$ cat src/rtl/shift_pkg.sv
package shift_pkg;
  typedef enum logic [2:0] {
    OP_SAR  = 3'd0,
    OP_SHR  = 3'd1,
    OP_SHL  = 3'd2,
    OP_SHL2 = 3'd3,
    OP_ROR  = 3'd4,
    OP_ROL  = 3'd5
  } shiftOpE;

  typedef enum logic [1:0] {
    SRC_REG = 2'd0,
    SRC_IMM = 2'd1,
    SRC_ONE = 2'd2
  } countSrcE;

  typedef struct packed {
    logic doWrite;
    logic goLeft;
    logic signFill;
    logic rotate;
  } shiftStrobeT;
endpackage

$ cat src/rtl/shift_ctrl.sv
module shift_ctrl
  import shift_pkg::*;
#(
  parameter int WIDTH = 32,
  parameter int IMM_W = 8,
  localparam int CNT_W = $clog2(WIDTH)
) (
  input  logic             clk,
  input  logic             rstN,
  input  logic             opValid,
  input  logic [2:0]       opSel,
  input  logic [1:0]       countSrc,
  input  logic [WIDTH-1:0] regCount,
  input  logic [IMM_W-1:0] immCount,
  output shiftStrobeT      strb,
  output logic [CNT_W-1:0] amount
);
  logic [CNT_W-1:0] rawCnt;
  logic             cntNonZero;

  always_comb begin
    unique case (countSrc)
      SRC_REG: rawCnt = regCount[CNT_W-1:0];
      SRC_IMM: rawCnt = immCount[CNT_W-1:0];
      default: rawCnt = CNT_W'(1);
    endcase
    cntNonZero = (rawCnt != '0);
  end

  always_comb begin
    strb   = '0;
    amount = rawCnt;
    unique case (opSel)
      OP_SAR: begin
        strb.signFill = 1'b1;
        strb.doWrite  = opValid && cntNonZero;
      end
      OP_SHR:  strb.doWrite = opValid && cntNonZero;
      OP_SHL: begin
        strb.goLeft  = 1'b1;
        strb.doWrite = opValid && cntNonZero;
      end
      OP_SHL2: begin
        strb.goLeft  = 1'b1;
        amount       = CNT_W'(2);
        strb.doWrite = opValid;
      end
      OP_ROR: begin
        strb.rotate  = 1'b1;
        strb.doWrite = opValid;
      end
      OP_ROL: begin
        strb.rotate  = 1'b1;
        strb.goLeft  = 1'b1;
        strb.doWrite = opValid;
      end
      default: strb = '0;
    endcase
  end


  mask_zero_chk: assert property (@(posedge clk) disable iff (!rstN)
    (opSel <= 3'd2 && countSrc == 2'd0 && regCount[CNT_W-1:0] == '0) |-> !strb.doWrite);


  write_valid_chk: assert property (@(posedge clk) disable iff (!rstN)
    strb.doWrite |-> opValid);


  one_count_chk: assert property (@(posedge clk) disable iff (!rstN)
    (opValid && countSrc[1] && opSel <= 3'd2) |-> strb.doWrite);
endmodule

$ cat src/rtl/shift_path.sv
module shift_path
  import shift_pkg::*;
#(
  parameter int WIDTH = 32,
  localparam int CNT_W = $clog2(WIDTH)
) (
  input  logic             clk,
  input  logic             rstN,
  input  shiftStrobeT      strb,
  input  logic [CNT_W-1:0] amount,
  input  logic [WIDTH-1:0] operand,
  input  logic             carryIn,
  input  logic             zeroIn,
  input  logic             negIn,
  input  logic             ovfIn,
  output logic [WIDTH-1:0] resultQ,
  output logic             wrEnQ,
  output logic             carryQ,
  output logic             zeroQ,
  output logic             negQ,
  output logic             ovfQ
);
  logic [WIDTH-1:0] stage [CNT_W+1];
  logic [WIDTH-1:0] preRev, postRev, shifted, rotated, nextRes;
  logic             fillBit, nextCarry;

  // Left shifts reuse the right barrel by reversing bit order on both sides.
  for (genvar b = 0; b < WIDTH; b++) begin : g_rev
    assign preRev[b]  = strb.goLeft ? operand[WIDTH-1-b] : operand[b];
    assign shifted[b] = strb.goLeft ? postRev[WIDTH-1-b] : postRev[b];
  end

  assign fillBit  = strb.signFill & operand[WIDTH-1];
  assign stage[0] = preRev;

  for (genvar s = 0; s < CNT_W; s++) begin : g_stage
    localparam int K = 1 << s;
    assign stage[s+1] = amount[s] ? {{K{fillBit}}, stage[s][WIDTH-1:K]} : stage[s];
  end
  assign postRev = stage[CNT_W];

  always_comb begin
    if (strb.goLeft) rotated = {operand[WIDTH-2:0], carryIn};
    else             rotated = {carryIn, operand[WIDTH-1:1]};
  end

  always_comb begin
    nextRes = strb.rotate ? rotated : shifted;
    if (strb.rotate)      nextCarry = strb.goLeft ? operand[WIDTH-1] : operand[0];
    else if (strb.goLeft) nextCarry = 1'b0;
    else                  nextCarry = operand[0];
  end

  always_ff @(posedge clk) begin
    if (!rstN) begin
      resultQ <= '0;
      wrEnQ   <= 1'b0;
      carryQ  <= 1'b0;
      zeroQ   <= 1'b0;
      negQ    <= 1'b0;
      ovfQ    <= 1'b0;
    end else if (strb.doWrite) begin
      resultQ <= nextRes;
      wrEnQ   <= 1'b1;
      carryQ  <= nextCarry;
      zeroQ   <= (nextRes == '0);
      negQ    <= nextRes[WIDTH-1];
      ovfQ    <= 1'b0;
    end else begin
      resultQ <= operand;
      wrEnQ   <= 1'b0;
      carryQ  <= carryIn;
      zeroQ   <= zeroIn;
      negQ    <= negIn;
      ovfQ    <= ovfIn;
    end
  end

  logic seen;
  always_ff @(posedge clk) begin
    if (!rstN) seen <= 1'b0;
    else       seen <= 1'b1;
  end


  zero_flag_chk: assert property (@(posedge clk) disable iff (!rstN)
    wrEnQ |-> (zeroQ == (resultQ == '0)) && (negQ == resultQ[WIDTH-1]));


  ovf_clear_chk: assert property (@(posedge clk) disable iff (!rstN)
    wrEnQ |-> !ovfQ);


  hold_flags_chk: assert property (@(posedge clk) disable iff (!rstN)
    (seen && !wrEnQ) |-> (carryQ == $past(carryIn)) && (ovfQ == $past(ovfIn))
                         && (resultQ == $past(operand)));


  ror_msb_chk: assert property (@(posedge clk) disable iff (!rstN)
    (seen && $past(strb.doWrite && strb.rotate && !strb.goLeft))
      |-> (resultQ[WIDTH-1] == $past(carryIn)) && (carryQ == $past(operand[0])));


  right_carry_chk: assert property (@(posedge clk) disable iff (!rstN)
    (seen && $past(strb.doWrite && !strb.rotate && !strb.goLeft))
      |-> carryQ == $past(operand[0]));
endmodule

$ cat src/rtl/shift_rotate_unit.sv
module shift_rotate_unit
  import shift_pkg::*;
(
  input  logic        clk,
  input  logic        rstN,
  input  logic        opValid,
  input  logic [2:0]  opSel,
  input  logic [1:0]  countSrc,
  input  logic [31:0] operand,
  input  logic [31:0] regCount,
  input  logic [7:0]  immCount,
  input  logic        carryIn,
  input  logic        zeroIn,
  input  logic        negIn,
  input  logic        ovfIn,
  output logic [31:0] result,
  output logic        wrEn,
  output logic        carryOut,
  output logic        zeroOut,
  output logic        negOut,
  output logic        ovfOut
);
  localparam int WIDTH = 32;
  localparam int IMM_W = 8;
  localparam int CNT_W = $clog2(WIDTH);

  shiftStrobeT      strb;
  logic [CNT_W-1:0] amount;

  shift_ctrl #(.WIDTH(WIDTH), .IMM_W(IMM_W)) u_ctrl (
    .clk(clk), .rstN(rstN), .opValid(opValid), .opSel(opSel),
    .countSrc(countSrc), .regCount(regCount), .immCount(immCount),
    .strb(strb), .amount(amount)
  );

  shift_path #(.WIDTH(WIDTH)) u_path (
    .clk(clk), .rstN(rstN), .strb(strb), .amount(amount),
    .operand(operand), .carryIn(carryIn), .zeroIn(zeroIn),
    .negIn(negIn), .ovfIn(ovfIn),
    .resultQ(result), .wrEnQ(wrEn), .carryQ(carryOut),
    .zeroQ(zeroOut), .negQ(negOut), .ovfQ(ovfOut)
  );
endmodule

$ cat config.mk
export PLATFORM = sky130hd
export DESIGN_NAME = shift_rotate_unit
export DESIGN_NICKNAME = d
export VERILOG_FILES = /design/src/rtl/shift_pkg.sv /design/src/rtl/shift_ctrl.sv /design/src/rtl/shift_path.sv /design/src/rtl/shift_rotate_unit.sv
export SDC_FILE = /design/constraint.sdc
export NUM_CORES = 1
export LEC_CHECK = 0
export ABC_AREA = 1
export BUFFER_PORTS_ARGS = -buffer_cell sky130_fd_sc_hd__clkbuf_2
export CAP_MARGIN = 30
export CORE_MARGIN = 5
export CORE_UTILIZATION = 30
export CTS_BUF_LIST = sky130_fd_sc_hd__clkbuf_8
export DETAILED_ROUTE_END_ITERATION = 10
export PLACE_DENSITY = 0.57
export SETUP_SLACK_MARGIN = 0.4
export SYNTH_ARGS = -nofsm -noshare
export SYNTH_HDL_FRONTEND = slang
export SYNTH_SLANG_ARGS = --single-unit
$ cat constraint.sdc
create_clock -name clk -period 3.4 [get_ports clk]
set_input_delay 0.34 -clock clk [delete_from_list [all_inputs] [get_ports clk]]
set_output_delay 0.34 -clock clk [all_outputs]
set_load 0.01 [all_outputs]
* Word-level counts from Yosys, hierarchy flattened
Cells that the tools add are included.
Storage, ports and cells: register bits 37, input bits 84, output and inout port bits 37
Operators by class: equality and inequality tests 6, muxes and demuxes 84, bitwise gates (word level) 2, reduce and logical (&&, ||, !) cells 10
Operators by type and width (count):
- $mux W32 | 8
- $mux W1 | 73
- $logic_not A32 Y1 | 1
- $pmux W5 S2 | 1
- $reduce_or A3 Y1 | 3
- $eq A3 B2 Y1 const B | 2
- $eq A3 B3 Y1 const B | 2
- $mux W5 | 1
- $reduce_bool A5 Y1 | 1
- $reduce_or A2 Y1 | 2
- $eq A3 B1 Y1 const B | 1
- $logic_not A3 Y1 | 1
- $eq A2 B1 Y1 const B | 1
- $logic_not A2 Y1 | 1
- $pmux W1 S2 | 1
- $and A1 B1 Y1 | 1
- $logic_and A1 B1 Y1 | 1
- $not A1 Y1 | 1

* Depth between registers and ports, before layout
Gate-level depths: netlist of the first run.
depth after elaboration 13, gate-level depth with buffers 24

* By module
A second synthesis of the first run with hierarchy kept.
Second synthesis, totals: cell total of the unflattened synthesis 885, area total of the unflattened synthesis 4498.1 um2
Modules (own cells, without submodules):
- shift_path | instances 1, cells an instance 847, area each 4320.4 um2
- shift_ctrl | instances 1, cells an instance 38, area each 177.7 um2

* Worst setup path before layout of the first run
Ideal clock, no wire load.
path kind input-to-reg, start point input port opSel[0], end point register u_path.zeroQ, data arrival time 2115 ps, required time 3341 ps, path slack 1226 ps, cell stages on the path 20, cells stage by stage clkbuf_2 > nand3_2 > nand3_2 > buf_2 > nand3_1 > nand3_1 > nand3_1 > nand3_1 > nand2_1 > nand2_1 > nand3_1 > nand3_1 > nand2_1 > nor2_1 > nand2_1 > nor2_1 > nand2_1 > nor2_1 > nand2_1 > nand2_1
On the way: cells in the longest elaborated chain, start to end 13, elaborated cells between the ends (all ways) 89
Ends and longest elaborated chain:
- from (decl) | RTL line shift_rotate_unit.sv:7 | input logic [2:0] opSel,
- $eq A3 B2 Y1 / $eq A3 B3 Y1 (equally long branches) | RTL line shift_ctrl.sv:33 | unique case (opSel)
- $reduce_or A3 Y1 (no line)
- $mux W1 | RTL line shift_ctrl.sv:33
- $mux W1 | RTL line shift_path.sv:29 | assign preRev[b] = strb.goLeft ? operand[WIDTH-1-b] : operand[b];
- $mux W32 (5 in a row) | RTL line shift_path.sv:38 | assign stage[s+1] = amount[s] ? {{K{fillBit}}, stage[s][WIDTH-1:K]} : stage[s];
- $mux W1 | RTL line shift_path.sv:30 | assign shifted[b] = strb.goLeft ? postRev[WIDTH-1-b] : postRev[b];
- $mux W32 | RTL line shift_path.sv:48 | nextRes = strb.rotate ? rotated : shifted;
- $logic_not A32 Y1 | RTL line shift_path.sv:66 | zeroQ <= (nextRes == '0);
- $mux W1 (*) | RTL line shift_path.sv:62 | end else if (strb.doWrite) begin
- to (signal assigned) | RTL line shift_path.sv:66
- to (signal assigned) | RTL line shift_path.sv:73 | zeroQ <= zeroIn;
- to (decl) | RTL line shift_path.sv:19 | output logic zeroQ,
Every way passes the cells marked *; elsewhere a longest branch is shown, timed or not. A chain may end at the register's enable or synchronous reset.

* Worst setup path in the final report of the first run
start point input port countSrc[0], end point register u_path.zeroQ
On the way: cells in the longest elaborated chain, start to end 12, elaborated cells between the ends (all ways) 47
Ends and longest elaborated chain:
- from (decl) | RTL line shift_rotate_unit.sv:8 | input logic [1:0] countSrc,
- $eq A2 B1 Y1 / $logic_not A2 Y1 (equally long branches) | RTL line shift_ctrl.sv:22 | unique case (countSrc)
- $pmux W5 S2 (*) | RTL line shift_ctrl.sv:22
- $mux W5 | RTL line shift_ctrl.sv:33
- $mux W32 (5 in a row) | RTL line shift_path.sv:38
- $mux W1 | RTL line shift_path.sv:30
- $mux W32 | RTL line shift_path.sv:48
- $logic_not A32 Y1 | RTL line shift_path.sv:66
- $mux W1 (*) | RTL line shift_path.sv:62
Marks and branches as above.

==> impl_metrics.env, run 1 <==
export IMPL_hold_buffers=0
export IMPL_final_hold_violation_count=0
export IMPL_whs_endpoint="u_path.ovfQ"
export IMPL_cp_end_kind="flop"
export IMPL_synth_cell_area_sq_mm=0.004693
export IMPL_start_util_pct=30.76
export IMPL_timing_fmax_ghz=0.3633
export IMPL_core_area_sq_mm=0.01526
export IMPL_synth_cells=928
export IMPL_ant_nets=0
export IMPL_drt_iter0_drc=626
export IMPL_post_cts_resized=0
export IMPL_layout_nets=1075
export IMPL_fin_crit_ns=2.752
export IMPL_synth_compound_area_share_pct=7.331
export IMPL_cp_data_required_time_ns=3.59
export IMPL_ir_worst_vdd_v=0.0002129
export IMPL_io_buffers=90
export IMPL_leakage_nw=3.014
export IMPL_cts_tree="yes"
export IMPL_drcViolationCount=0
export IMPL_post_route_period_util_pct=80.95
export IMPL_fillers=1759
export IMPL_antenna_found_initial=0
export IMPL_first_global_vias=5693
export IMPL_clk_path_buf_depth=2
export IMPL_arrival_ns=2.94
export IMPL_cts_sinks=37
export IMPL_path_clk_slew_ns=0.07
export IMPL_grt_usage_pct=20.26
export IMPL_drv_slew=0
export IMPL_yosysTopAreaCell="nand3_1"
export IMPL_dieArea_sq_mm=0.01825
export IMPL_yosysTopAreaCellShare_pct=34.34
export IMPL_io_pins=121
export IMPL_grt_max_degree=40
export IMPL_routed_via_density=5.384
export IMPL_num_rows=45
export IMPL_finalSetupTns_ns=0
export IMPL_cp_start_kind="input pin"
export IMPL_synth_xor_area_share_pct=0
export IMPL_cp_max_fo=23
export IMPL_max_slew_worst_pin_slew_ns=0.5793
export IMPL_synth_top_family_by_area="simple AND/OR/NAND/NOR gates"
export IMPL_synth_nets=1012
export IMPL_crit_type="in -> reg"
export IMPL_power_mw=1.872
export IMPL_setup_viol=0
export IMPL_rsz0062_at_grt="no"
export IMPL_ys_ff_latch=37
export IMPL_grt_pass1_wl_mm=29.99
export IMPL_cap_viol_max_count=0
export IMPL_synthAdderAreaFrac_pct=0
export IMPL_drt_pass1_iterations=5
export IMPL_post_cts_repair_setup_buffers=0
export IMPL_hold_path_depth=3
export IMPL_dr_total_vias=6477
export IMPL_cts_root_buf="clkbuf_8"
export IMPL_syn_area_per_cell_sq_um=5.057
export IMPL_cts_buffers=5
export IMPL_yosys_area_share_simple_pct=66.86
export IMPL_ys_types=25
export IMPL_die_w_microns=135.1
export IMPL_dpl_hpwl_mm=15.12
export IMPL_ys_warn_count=0
export IMPL_hold_path_class="in -> reg"
export IMPL_synth_mux_area_share_pct=0
export IMPL_slew_headroom_pct=61.29
export IMPL_drive_above_1_share_pct=13.51
export IMPL_die_h_microns=135.1
export IMPL_syn2layout_area_growth_pct=16.18
export IMPL_synthTopCellsByArea="nand3_1 (34%), nand2_1 (28%), dfxtp_1 (16%)"
export IMPL_htree_levels=2
export IMPL_yosysSeqAreaShare_pct=15.78
export IMPL_powerDensity_mw_per_mm2=343.3
export IMPL_wl_per_cell_microns=15.69
export IMPL_drt_wl_total_mm=18.87
export IMPL_finalWeightedCongestion=0.9805
export IMPL_min_delay_start="ovfIn"
export IMPL_diodes=0
export IMPL_grt_ovfl_total=0
export IMPL_outcome="completed"
-- worst max-delay path, stage by stage --
cell and delay, ns:
clkbuf_2 0.11, nor2_1 0.08, nand2_1 0.15, nand2_1 0.12
nor2_4 0.47, buf_4 0.30, nand2_1 0.09, nand3_1 0.11
nand3_1 0.11, nand3_1 0.13, nand3_1 0.08, nand2_1 0.12
nor2_1 0.05, o21ai_0 0.28, nor2_1 0.12, nand3_1 0.12
nor2_1 0.07, nand2_1 0.07, nand2_1 0.04
-- layer usage --
layer / vias to the layer above / track usage (%) / wire (microns) / share of wire (%)
li1: 3216 / - / - / -
met1: 2917 / 28.75 / 8418 / 45
met2: 317 / 32.63 / 8384 / 44
met3: 27 / 1.937 / 1600 / 8.5
met4: 0 / 5.823 / 466 / 2.5
met5: - / 0 / 0 / 0
-- area by class of cell --
cell class / count / area [sq um] / share of cell area, %
sequential: 37 / 740.7 / 13.58
clock inverter: 3 / 13.76 / 0.2524
tap: 211 / 264.0 / 4.842
inverter: 55 / 206.4 / 3.786
multi-input combinational: 776 / 3485 / 63.91
clock buffer: 5 / 68.82 / 1.262
timing repair buffer: 116 / 674.4 / 12.37
-- report_power, final --
| part | internal [mW] | switching (mW) |
|---|---|---|
| clock | 0.139 | 0.149 |
| sequential | 0.476 | 0.00994 |
| combinational | 0.355 | 0.744 |
-- worst max-delay path by stage --
stage | from | endpoint | slack [ns] | depth (start not counted)
2_1_floorplan | opSel[0] | u_path.zeroQ | 1.23 | 20
3_3_place_gp | countSrc[0] | u_path.zeroQ | 0.38 | 19
3_5_place_dp | countSrc[0] | u_path.zeroQ | 0.40 | 19
4_1_cts | countSrc[0] | u_path.zeroQ | 0.69 | 19
5_1_grt | opSel[2] | u_path.zeroQ | 0.43 | 19
6_report | countSrc[0] | u_path.zeroQ | 0.65 | 19
-- kinds of logic (layout without fill, tap and decap cells) --
kind of cell,count (synthesis),after routing
compound gates,59,59
buf+inv,115,179
flops,37,37
simple gates,717,717
-- metrics by stage --
step	area, sq um	instances	utilization, %	worst slack [ns]	hold slack (ns)
2_1_floorplan	4693	928	-	1.226	0.4502
3_3_place_gp	5359	1194	35.12	0.3754	0.5466
3_5_place_dp	5370	1195	35.19	0.3995	0.5418
4_1_cts	5453	1203	35.74	0.6946	0.2270
5_1_grt	5453	1203	35.74	0.4264	0.2444
6_report	5453	1203	35.74	0.6478	0.2332
-- layout by cell type (no fill, tap or decap), drive strengths merged --
cell     count
a2111oi      1
clkinv       3
buf         26
a21oi        6
nand2      347
nand3      325
nor2        42
a31oi        2
o211ai       2
o22ai        9
nand4        3
dfxtp       37
clkbuf      95
o21ai       33
a22o         6
inv         55
-- cells in the mapped netlist --
| master | count |
|---|---|
| nand3_1 | 322 |
| nand2_1 | 346 |
| clkbuf_1 | 26 |
| dfxtp_1 | 37 |
| nand3_2 | 3 |
| buf_1 | 7 |
| inv_2 | 3 |
| nor2_1 | 40 |
| o21ai_0 | 30 |
| nand2_2 | 1 |
| a31oi_1 | 2 |
| o22ai_1 | 9 |
| a21oi_1 | 6 |
| nand4_1 | 3 |
| o211ai_1 | 2 |
| a22o_1 | 6 |
| buf_4 | 2 |
| inv_1 | 51 |
| clkinv_1 | 1 |
| a2111oi_0 | 1 |
| o21ai_2 | 1 |
| clkbuf_2 | 1 |
| o21ai_1 | 2 |
| nor2_4 | 2 |
| buf_2 | 24 |
-- registers in the layout (all words and copies together) (netlist names) --
signal	count
u_path.negQ	1
u_path.carryQ	1
u_path.wrEnQ	1
u_path.resultQ	32
u_path.zeroQ	1
u_path.ovfQ	1
No activity file was read; power rests on OpenSTA's default activity.
==> run 2, diff against run 1 <==
--- a/config.mk
+++ b/config.mk
@@ -12,7 +12,7 @@
 export CORE_UTILIZATION = 30
 export CTS_BUF_LIST = sky130_fd_sc_hd__clkbuf_8
 export DETAILED_ROUTE_END_ITERATION = 10
-export PLACE_DENSITY = 0.57
+export PLACE_DENSITY = 0.59
 export SETUP_SLACK_MARGIN = 0.4
 export SYNTH_ARGS = -nofsm -noshare
 export SYNTH_HDL_FRONTEND = slang
==> constraint.sdc (replaced) <==
create_clock -name clk -period 2.5 [get_ports clk]
set_input_delay 0.25 -clock clk [delete_from_list [all_inputs] [get_ports clk]]
set_output_delay 0.25 -clock clk [all_outputs]
set_load 0.01 [all_outputs]
==> impl_metrics.env, run 2 (synthesis results as in run 1) <==
export IMPL_outcome="completed"
export IMPL_drive_above_1_share_pct=46.76
export IMPL_diodes=0
export IMPL_io_buffers=90
export IMPL_cts_sinks=37
export IMPL_final_util_pct=53.76
export IMPL_drcViolationCount=0
export IMPL_final_common_cell="nand2_1"
export IMPL_largest_reg_flops=32
export IMPL_slew_headroom_pct=68.00
export IMPL_antenna_found_initial=0
export IMPL_cap_viol_max_count=0
export IMPL_dr_total_vias=7487
export IMPL_cp_start_kind="input pin"
export IMPL_min_delay_start="zeroIn"
export IMPL_first_global_vias=6508
export IMPL_grt_usage_pct=22.21
export IMPL_layout_nets=1225
export IMPL_die_w_microns=135.1
export IMPL_met3_length_mm=2.153
export IMPL_timing_fmax_ghz=0.4320
export IMPL_fin_cells=1353
export IMPL_hold_path_class="in -> reg"
export IMPL_cts_tree="yes"
export IMPL_die_h_microns=135.1
export IMPL_fillers=1428
export IMPL_ant_nets=0
export IMPL_grt_ovfl_total=0
export IMPL_cts_buffers=5
export IMPL_cp_data_required_time_ns=2.74
export IMPL_io_pins=121
export IMPL_finalWeightedCongestion=0.9602
export IMPL_met2_length_mm=10.65
export IMPL_routed_via_density=5.534
export IMPL_cp_end_kind="flop"
export IMPL_grt_pass1_wl_mm=32.67
export IMPL_rsz0062_at_grt="yes"
export IMPL_final_cell_mix="nand2_1 (271), nand3_1 (177), buf_4 (143), nand3_2 (129), clkbuf_2 (85)"
export IMPL_drv_slew=0
export IMPL_placed_area_sq_mm=0.006523
export IMPL_fin_crit_ns=2.315
export IMPL_stdcell_area_sq_mm=0.008203
export IMPL_largest_register="u_path.resultQ"
export IMPL_wl_per_cell_microns=17.06
export IMPL_dieArea_sq_mm=0.01825
export IMPL_syn2layout_area_growth_pct=74.78
export IMPL_powerDensity_mw_per_mm2=428.7
export IMPL_setup_viol=0
export IMPL_core_area_sq_mm=0.01526
export IMPL_hold_buffers=0
export IMPL_cts_root_buf="clkbuf_8"
export IMPL_drt_iter0_drc=893
export IMPL_dpl_hpwl_mm=16.26
export IMPL_arrival_ns=2.56
export IMPL_leakage_nw=4.284
export IMPL_hold_slack_ns=0.1430
export IMPL_start_util_pct=30.76
export IMPL_num_rows=45
export IMPL_highest_layer="met4"
export IMPL_met1Wirelength_mm=8.981
export IMPL_whs_endpoint="u_path.zeroQ"
export IMPL_max_slew_worst_pin_slew_ns=0.4782
export IMPL_ir_worst_vdd_v=0.0002697
export IMPL_hold_path_depth=3
export IMPL_final_hold_violation_count=0
export IMPL_htree_levels=2
export IMPL_drt_wl_total_mm=23.08
export IMPL_path_clk_slew_ns=0.07
export IMPL_clk_path_buf_depth=2
export IMPL_post_route_period_util_pct=92.60
export IMPL_dp_cells=1324
export IMPL_cp_max_fo=8
export IMPL_crit_type="in -> reg"
export IMPL_grt_max_degree=38
export IMPL_drt_pass1_iterations=5
export IMPL_finalSetupTns_ns=0
## run 2: final cells by class
class | instances | area [sq um] | share of cell area (%)
Inverter | 55 | 222.7 | 2.715
Sequential cell | 37 | 740.7 | 9.030
Clock buffer | 5 | 68.82 | 0.8389
Timing Repair Buffer | 266 | 2191 | 26.71
Tap cell | 211 | 264.0 | 3.218
Multi-Input combinational cell | 776 | 4702 | 57.32
Clock inverter | 3 | 13.76 | 0.1678
## run 2: where the power goes
| part | switching (mW) | internal, mW |
|---|---|---|
| registers | 0.0133 | 0.647 |
| logic | 1.42 | 1.03 |
| clock network | 0.211 | 0.189 |
| total | 1.65 | 1.87 |
## run 2: critical path, stage by stage
cell,delay [ns]
buf_8,0.10
nor2_4,0.15
nand2_1,0.09
o21ai_2,0.09
buf_4,0.15
nor2_4,0.05
buf_12,0.13
buf_16,0.14
nand3_4,0.08
nand2_2,0.06
nand2_2,0.07
nand2_1,0.05
nand2_1,0.08
nand2_2,0.07
nand2_2,0.07
nand3_1,0.07
nand2_1,0.09
nor2_2,0.05
nor2_1,0.13
nand2_2,0.09
nor2_4,0.12
buf_6,0.11
nand2_2,0.03
nor2_1,0.09
nand2_1,0.06
nand2_1,0.05
## run 2: how the worst max path moves through the flow
| stage | start | to | slack [ns] | cells after the start |
|---|---|---|---|---|
| global route | countSrc[1] | u_path.zeroQ | 0.05 | 24 |
| detailed placement | countSrc[0] | u_path.zeroQ | -0.26 | 25 |
| global placement | countSrc[0] | u_path.zeroQ | -0.24 | 25 |
| CTS | countSrc[0] | u_path.zeroQ | 0.20 | 23 |
| floorplan | opSel[0] | u_path.zeroQ | 0.42 | 20 |
| finish | countSrc[1] | u_path.zeroQ | 0.18 | 26 |
## run 2: metrics by stage
| step | power (mW) | setup WS, ns |
|---|---|---|
| floorplan | 1.687 | 0.4160 |
| global placement | 2.495 | -0.2427 |
| detailed placement | 2.509 | -0.2641 |
| global route | 3.736 | 0.04881 |
| CTS | 3.027 | 0.2040 |
| finish | 3.516 | 0.1850 |
## run 2: repair_timing
item,in CTS,in global routing
cloned,3,3
pin swaps,16,72
setup endpoints to repair,20,36
setup buffers,5,10
resized for setup,56,262
## run 2: per-layer routing
| metal | track usage, % | vias up |
|---|---|---|
| met3 | 2.869 | 101 |
| met2 | 37.13 | 418 |
| met4 | 9.686 | 0 |
| met1 | 28.64 | 3441 |
| li1 | - | 3527 |
| met5 | 0 | - |
